[src/rtl/segld_pkg.sv]
package segld_pkg;

   localparam logic [2:0] TGT_ES = 3'd0;
   localparam logic [2:0] TGT_CS = 3'd1;
   localparam logic [2:0] TGT_SS = 3'd2;
   localparam logic [2:0] TGT_DS = 3'd3;
   localparam logic [2:0] TGT_FS = 3'd4;
   localparam logic [2:0] TGT_GS = 3'd5;

   localparam int FLT_GP = 0;
   localparam int FLT_NP = 1;
   localparam int FLT_SS = 2;
   localparam int FLT_UD = 3;
   localparam int FLT_W  = 4;

   typedef struct packed {
      logic       present;
      logic       s;
      logic [3:0] typ;
      logic [1:0] dpl;
   } seg_desc_t;

   typedef enum logic {ST_IDLE = 1'b0, ST_WAIT = 1'b1} seg_state_e;

endpackage

[src/rtl/segld_sel_decode.sv]
module segld_sel_decode
   import segld_pkg::*;
#(
   parameter int SEL_W = 16,
   parameter int LIM_W = 16
) (
   input  logic [2:0]       target,
   input  logic [SEL_W-1:0] sel,
   input  logic             long_mode,
   input  logic [LIM_W-1:0] limit,
   output logic             is_null,
   output logic             is_ss,
   output logic             reject_ud,
   output logic             beyond
);
   localparam int CMP_W = (SEL_W > LIM_W) ? SEL_W : LIM_W;

   generate
      if (SEL_W < 4) begin : g_bad_sel
         $error("segld_sel_decode: SEL_W must be at least 4");
      end
      if (LIM_W < 3) begin : g_bad_lim
         $error("segld_sel_decode: LIM_W must be at least 3");
      end
   endgenerate

   logic [CMP_W-1:0] end_byte;
   logic [CMP_W-1:0] lim_ext;

   generate
      if (CMP_W == SEL_W) begin : g_sel_wide
         assign end_byte = {sel[SEL_W-1:3], 3'b111};
         assign lim_ext  = CMP_W'(limit);
      end else begin : g_lim_wide
         assign end_byte = CMP_W'({sel[SEL_W-1:3], 3'b111});
         assign lim_ext  = limit;
      end
   endgenerate

   assign beyond  = end_byte > lim_ext;
   assign is_null = (sel[SEL_W-1:2] == '0);
   assign is_ss   = (target == TGT_SS);

   always_comb begin
      case (target)
         TGT_ES, TGT_SS, TGT_DS: reject_ud = long_mode;
         TGT_FS, TGT_GS:         reject_ud = 1'b0;
         default:                reject_ud = 1'b1;
      endcase
   end

endmodule

[src/rtl/segld_rules.sv]
module segld_rules
   import segld_pkg::*;
(
   input  logic      is_ss,
   input  logic      beyond,
   input  logic [1:0] rpl,
   input  logic [1:0] cpl,
   input  seg_desc_t desc,
   output logic      prot_fail,
   output logic      absent
);
   logic is_data;
   logic is_code;
   logic ss_bad;
   logic ds_bad;
   logic priv_low;

   assign is_data  = desc.s & ~desc.typ[3];
   assign is_code  = desc.s &  desc.typ[3];
   assign priv_low = (rpl > desc.dpl) & (cpl > desc.dpl);

   assign ss_bad = beyond | (rpl != cpl) | (desc.dpl != cpl)
                 | ~(is_data & desc.typ[1]);

   assign ds_bad = beyond | ~(is_data | (is_code & desc.typ[1]))
                 | ((is_data | (is_code & ~desc.typ[2])) & priv_low);

   assign prot_fail = is_ss ? ss_bad : ds_bad;
   assign absent    = ~desc.present;

endmodule

[src/rtl/segld_outreg.sv]
module segld_outreg
   import segld_pkg::*;
#(
   parameter int SEL_W = 16
) (
   input  logic             clk,
   input  logic             rst_n,
   input  logic             strobe,
   input  logic             do_load,
   input  logic             cache_valid_in,
   input  seg_desc_t        desc_in,
   input  logic [SEL_W-1:0] sel_in,
   input  logic [FLT_W-1:0] fault_in,
   input  logic [SEL_W-1:0] err_in,
   output logic             res_valid,
   output logic             load_en,
   output logic             load_cache_valid,
   output seg_desc_t        load_desc,
   output logic [SEL_W-1:0] load_sel,
   output logic [FLT_W-1:0] fault,
   output logic [SEL_W-1:0] err_code
);
   logic take_load;
   logic take_fault;

   assign take_load  = strobe & do_load;
   assign take_fault = strobe & (|fault_in);

   always_ff @(posedge clk or negedge rst_n) begin
      if (!rst_n) begin
         res_valid        <= 1'b0;
         load_en          <= 1'b0;
         load_cache_valid <= 1'b0;
         load_desc        <= '0;
         load_sel         <= '0;
         fault            <= '0;
         err_code         <= '0;
      end else begin
         res_valid        <= strobe;
         load_en          <= take_load;
         load_cache_valid <= take_load & cache_valid_in;
         load_desc        <= take_load ? desc_in : '0;
         load_sel         <= take_load ? sel_in : '0;
         fault            <= strobe ? fault_in : '0;
         err_code         <= take_fault ? err_in : '0;
      end
   end

endmodule

[src/rtl/segld_top.sv]
module segld_top
   import segld_pkg::*;
#(
   parameter int SEL_W = 16,
   parameter int LIM_W = 16
) (
   input  logic             clk,
   input  logic             rst_n,
   input  logic             req_valid,
   input  logic [2:0]       req_target,
   input  logic [SEL_W-1:0] req_sel,
   input  logic [1:0]       req_cpl,
   input  logic             req_long,
   input  logic [LIM_W-1:0] tbl_limit,
   output logic             fetch_req,
   input  logic             desc_valid,
   input  logic             desc_present,
   input  logic             desc_s,
   input  logic [3:0]       desc_type,
   input  logic [1:0]       desc_dpl,
   output logic             res_valid,
   output logic             load_en,
   output logic [SEL_W-1:0] load_sel,
   output logic             load_cache_valid,
   output logic             load_present,
   output logic             load_s,
   output logic [3:0]       load_type,
   output logic [1:0]       load_dpl,
   output logic [FLT_W-1:0] fault,
   output logic [SEL_W-1:0] err_code
);
   seg_state_e       state;
   logic             fetch_q;
   logic [SEL_W-1:0] q_sel;
   logic [1:0]       q_cpl;
   logic             q_ss;
   logic             q_beyond;

   logic d_null, d_ss, d_ud, d_beyond;
   logic prot_fail, absent;
   logic accept, direct, finish;

   logic             strobe, do_load, cache_v;
   logic [SEL_W-1:0] o_sel, o_err;
   logic [FLT_W-1:0] o_flt;
   seg_desc_t        o_desc, desc_live, desc_q;

   segld_sel_decode #(.SEL_W(SEL_W), .LIM_W(LIM_W)) i_decode (
      .target    (req_target),
      .sel       (req_sel),
      .long_mode (req_long),
      .limit     (tbl_limit),
      .is_null   (d_null),
      .is_ss     (d_ss),
      .reject_ud (d_ud),
      .beyond    (d_beyond)
   );

   assign desc_live = {desc_present, desc_s, desc_type, desc_dpl};

   segld_rules i_rules (
      .is_ss     (q_ss),
      .beyond    (q_beyond),
      .rpl       (q_sel[1:0]),
      .cpl       (q_cpl),
      .desc      (desc_live),
      .prot_fail (prot_fail),
      .absent    (absent)
   );

   assign accept = (state == ST_IDLE) & req_valid;
   assign direct = d_ud | d_null;
   assign finish = (state == ST_WAIT) & desc_valid;

   always_comb begin
      strobe  = 1'b0;
      do_load = 1'b0;
      cache_v = 1'b0;
      o_sel   = '0;
      o_err   = '0;
      o_flt   = '0;
      o_desc  = '0;
      if (accept && direct) begin
         strobe = 1'b1;
         if (d_ud) begin
            o_flt[FLT_UD] = 1'b1;
         end else if (d_ss) begin
            o_flt[FLT_GP] = 1'b1;
         end else begin
            do_load = 1'b1;
            o_sel   = req_sel;
         end
      end else if (finish) begin
         strobe = 1'b1;
         o_err  = {q_sel[SEL_W-1:2], 2'b00};
         if (prot_fail) begin
            o_flt[FLT_GP] = 1'b1;
         end else if (absent) begin
            o_flt[q_ss ? FLT_SS : FLT_NP] = 1'b1;
         end else begin
            do_load = 1'b1;
            cache_v = 1'b1;
            o_sel   = q_sel;
            o_desc  = desc_live;
         end
      end
   end

   always_ff @(posedge clk or negedge rst_n) begin
      if (!rst_n) begin
         state    <= ST_IDLE;
         fetch_q  <= 1'b0;
         q_sel    <= '0;
         q_cpl    <= '0;
         q_ss     <= 1'b0;
         q_beyond <= 1'b0;
      end else begin
         fetch_q <= accept & ~direct;
         case (state)
            ST_IDLE: begin
               if (accept && !direct) begin
                  state    <= ST_WAIT;
                  q_sel    <= req_sel;
                  q_cpl    <= req_cpl;
                  q_ss     <= d_ss;
                  q_beyond <= d_beyond;
               end
            end
            default: begin
               if (desc_valid) begin
                  state <= ST_IDLE;
               end
            end
         endcase
      end
   end

   assign fetch_req = fetch_q;

   segld_outreg #(.SEL_W(SEL_W)) i_out (
      .clk              (clk),
      .rst_n            (rst_n),
      .strobe           (strobe),
      .do_load          (do_load),
      .cache_valid_in   (cache_v),
      .desc_in          (o_desc),
      .sel_in           (o_sel),
      .fault_in         (o_flt),
      .err_in           (o_err),
      .res_valid        (res_valid),
      .load_en          (load_en),
      .load_cache_valid (load_cache_valid),
      .load_desc        (desc_q),
      .load_sel         (load_sel),
      .fault            (fault),
      .err_code         (err_code)
   );

   assign load_present = desc_q.present;
   assign load_s       = desc_q.s;
   assign load_type    = desc_q.typ;
   assign load_dpl     = desc_q.dpl;

endmodule

[config.mk]
export PLATFORM = sky130hd
export DESIGN_NAME = segld_top
export DESIGN_NICKNAME = d
export VERILOG_FILES = /design/src/rtl/segld_pkg.sv /design/src/rtl/segld_sel_decode.sv /design/src/rtl/segld_rules.sv /design/src/rtl/segld_outreg.sv /design/src/rtl/segld_top.sv
export SDC_FILE = /design/constraint.sdc
export NUM_CORES = 1
export LEC_CHECK = 0
export BUFFER_PORTS_ARGS = -buffer_cell sky130_fd_sc_hd__buf_2
export CELL_PAD_IN_SITES_DETAIL_PLACEMENT = 2
export CELL_PAD_IN_SITES_GLOBAL_PLACEMENT = 2
export CORE_UTILIZATION = 33
export DETAILED_ROUTE_END_ITERATION = 16
export PLACE_DENSITY = 0.82
export REMOVE_ABC_BUFFERS = 1
export SLEW_MARGIN = 20
export SYNTH_ARGS = -nofsm -noshare
export SYNTH_HDL_FRONTEND = slang
export SYNTH_SLANG_ARGS = --single-unit
export TNS_END_PERCENT = 30
[constraint.sdc]
create_clock -name clk -period 5.1 [get_ports clk]
set_input_delay 0.255 -clock clk [delete_from_list [all_inputs] [get_ports clk]]
set_output_delay 0.255 -clock clk [all_outputs]
set_load 0.05 [all_outputs]
==> metrics <==
status=finished, final reports clean; diodes inserted=0; syn_area_per_cell=11.62 um^2; Die ar.=9180 um^2; # rows=33; vias in the first global route=2508; sequential share of power=46.2%; grt total ovfl=0; first-pass GRT wire length=12990 um; RSZ-0062 raised after global routing=false; Pwr Density=365.1 nW/um^2; Sw Pwr=0.4086 mW; Initial DRC Count=38; Final nets=415; crit-path max FO=24; Die Y=95.81 um; vias per cell=4.832; DR WL/cell=17.86 um; I/O Buffers=95; Ports=98; Worst EP arrival=between 2 and 3 ns; via count=2213; Period minus WS final=about 2.4 ns; Seq/Total Area, Yosys=56.87%; Slew HR=44.01%; Static Leak=2.012 nW; CP bufs+invs=0; Cell Int Power=slightly above 0.9 mW; # H-tree levels=3; fmax=approximately 420 MHz; Die X=95.81 um; Syn Std Cell Area=just under 3000 um^2; Critical Path Sink Type=flip-flop; Crit path max-delay family=simple AND/OR/NAND/NOR gates; Core Region=8382 um^2; Cell variety after synth=38; clock root cell=clkbuf_8; commonest cells after routing, fill and taps aside=buf_2, dfrtp_1, nand2_1; total negative slack=0 ns; commonest non-fill, non-tap cell in the layout=buf_2; Post-route DRC=0; Routed Antenna Nets=0; Max Cap Viol=0; Pre-antenna DRT Iters=4; Pwr Total=1.337 mW; post-cts sizing count=0; worst path cell trace=ha_1 -> nand3_1 -> or4_1 -> a21oi_4 -> and2_2; Worst EP required=5.38 ns; drt total wl=8180 um; Routability Congestion=0.7731; post-synth top area cell=dfrtp_1; Combinational Power Share=18.8%; design area=between 3000 and 4000 um^2; hold-fix buffer count after cts=0; post-CTS setup buffer count=0; initial core utilization=34.65%; Placed Area=3448 um^2; dpl ws=2.697 ns; leading post-synthesis cells by cell area=dfrtp_1, ha_1, mux2_2; maximum vdd drop=roughly 0.13 mV; Synth Register Bits=66; worst hold margin=0.09171 ns; Final Hold Fails=0; setup ws final=2.702 ns; clock buffer depth=2; hpwl dp=6058 um; Final period util=47.02%; Hold Crit Class=input pin to asynchronous set/reset pin; switch share=30.57%; Worst-Skew Late Latency=0.35 ns; Total Routing Usage GR=19.83%; CP startpoint kind=flip-flop; Worst-Margin Slew=0.8398 ns; area grow syn2layout=26.07%; critical path class=flip-flop to flip-flop; Slew Limit Fails=0; endpoints failing setup=0; Setup Skew=0.01080 ns; CP max stage cell=or4_1; Mapped Cells=250; initial antenna violation count=0; Synth Warn #=0; Num Clock Sinks=66; Worst-path clk slew=0.08 ns; clock buffer count from CTS=9; largest net degree at the start of global routing=67; layout cell share with drive strength beyond 1=between 40% and 50%; Clk pwr share=about a third; share of Yosys cell area claimed by the top area cell type=between 50% and 60%; CTS tree=done; slowest stage delay, CP=0.65 ns
## power by group through the flow
stage          logic [mW]  registers, mW  clock network, mW
3_3_place_gp        0.237          0.623                  0
3_5_place_dp        0.253          0.627                  0
6_report            0.251          0.617              0.468
2_1_floorplan       0.116          0.665                  0
5_1_grt             0.275          0.627              0.496
4_1_cts             0.257          0.618              0.479
## logic make-up after synthesis
group | share of synthesized area, %
flip-flops | 56.87
XOR/XNOR | 0.6033
AND/OR/NAND/NOR | 16.11
adder cells (fa/ha/maj) | 7.324
other | 0.1291
AO/OA/AOI/OAI | 6.980
buffers and inverters | 5.386
multiplexers | 6.592
## layer usage
metal  routed length [um]  global-route usage (%)  share of wire [%]  vias up
li1                     -                       -                  -     1025
met2                 4401                   35.83                 54       58
met5                    0                       0                  0        -
met3                  261                   3.160                3.2       15
met4                  205                   9.577                2.5        0
met1                 3311                   22.74                 40     1115
## final timing paths
| kind | startpoint | end | slack, ns | cells after the start |
|---|---|---|---|---|
| min reg2reg | q_sel[11] | i_out.load_sel[11] | 0.51 | 1 |
| min | rst_n | i_out.load_sel[10] | 0.09 | 2 |
| max in group asynchronous | rst_n | i_out.fault[0] | 4.46 | 2 |
| max reg2reg | q_cpl[1] | i_out.load_sel[15] | 2.70 | 5 |
| max | q_cpl[1] | i_out.load_sel[15] | 2.70 | 5 |
| min in group clk | req_long | i_out.fault[0] | 0.12 | 2 |
## synth_stat cells
| master | number |
|---|---|
| clkbuf_1 | 2 |
| a21oi_4 | 1 |
| a222oi_1 | 1 |
| a31oi_1 | 1 |
| a2111oi_0 | 2 |
| or4_1 | 1 |
| buf_6 | 3 |
| a21boi_4 | 1 |
| a311o_2 | 1 |
| and2_1 | 13 |
| mux2_2 | 17 |
| xnor2_1 | 1 |
| nand3_1 | 8 |
| nand4_1 | 3 |
| conb_1 | 1 |
| nor4_1 | 4 |
| dfrtp_1 | 66 |
| a21o_1 | 3 |
| nand2_1 | 26 |
| nor2b_1 | 4 |
| o21bai_1 | 1 |
| or2_2 | 2 |
| buf_4 | 4 |
| o31ai_1 | 2 |
| buf_2 | 2 |
| nor2_1 | 17 |
| o21ai_0 | 3 |
| xor2_1 | 1 |
| a21oi_1 | 5 |
| nand2b_1 | 2 |
| o31ai_2 | 1 |
| nor3b_1 | 2 |
| a22o_2 | 2 |
| ha_1 | 17 |
| and2_2 | 8 |
| o21ai_1 | 1 |
| nor4b_1 | 1 |
| inv_1 | 20 |
## sequential cells by signal, indices dropped and copies added, names as in the netlist
signal / cells
q_ss: 1
fetch_req: 1
i_out.load_sel: 16
i_out.load_cache_valid: 1
i_out.load_en: 1
i_out.res_valid: 1
q_beyond: 1
i_out.err_code: 14
state: 1
q_cpl: 2
i_out.fault: 4
i_out.load_desc: 7
q_sel: 16
## area by class of cell
class                   instances  area [um^2]
fillers                       936         4721
flip-flops and latches         66         1652
multi-input cells             154         1100
repair buffers                 97        490.5
clock buffers                  11        151.4
well taps                     105        131.4
inverters                      20        75.07
clock inverters                 5        61.31
## stage by stage
step,cells,util [%]
final,458,43.68
after global routing,458,43.68
after floorplan,240,-
after global placement,442,41.14
after CTS,458,43.68
after detailed placement,442,41.14
Power figures use the tool's default switching activity.
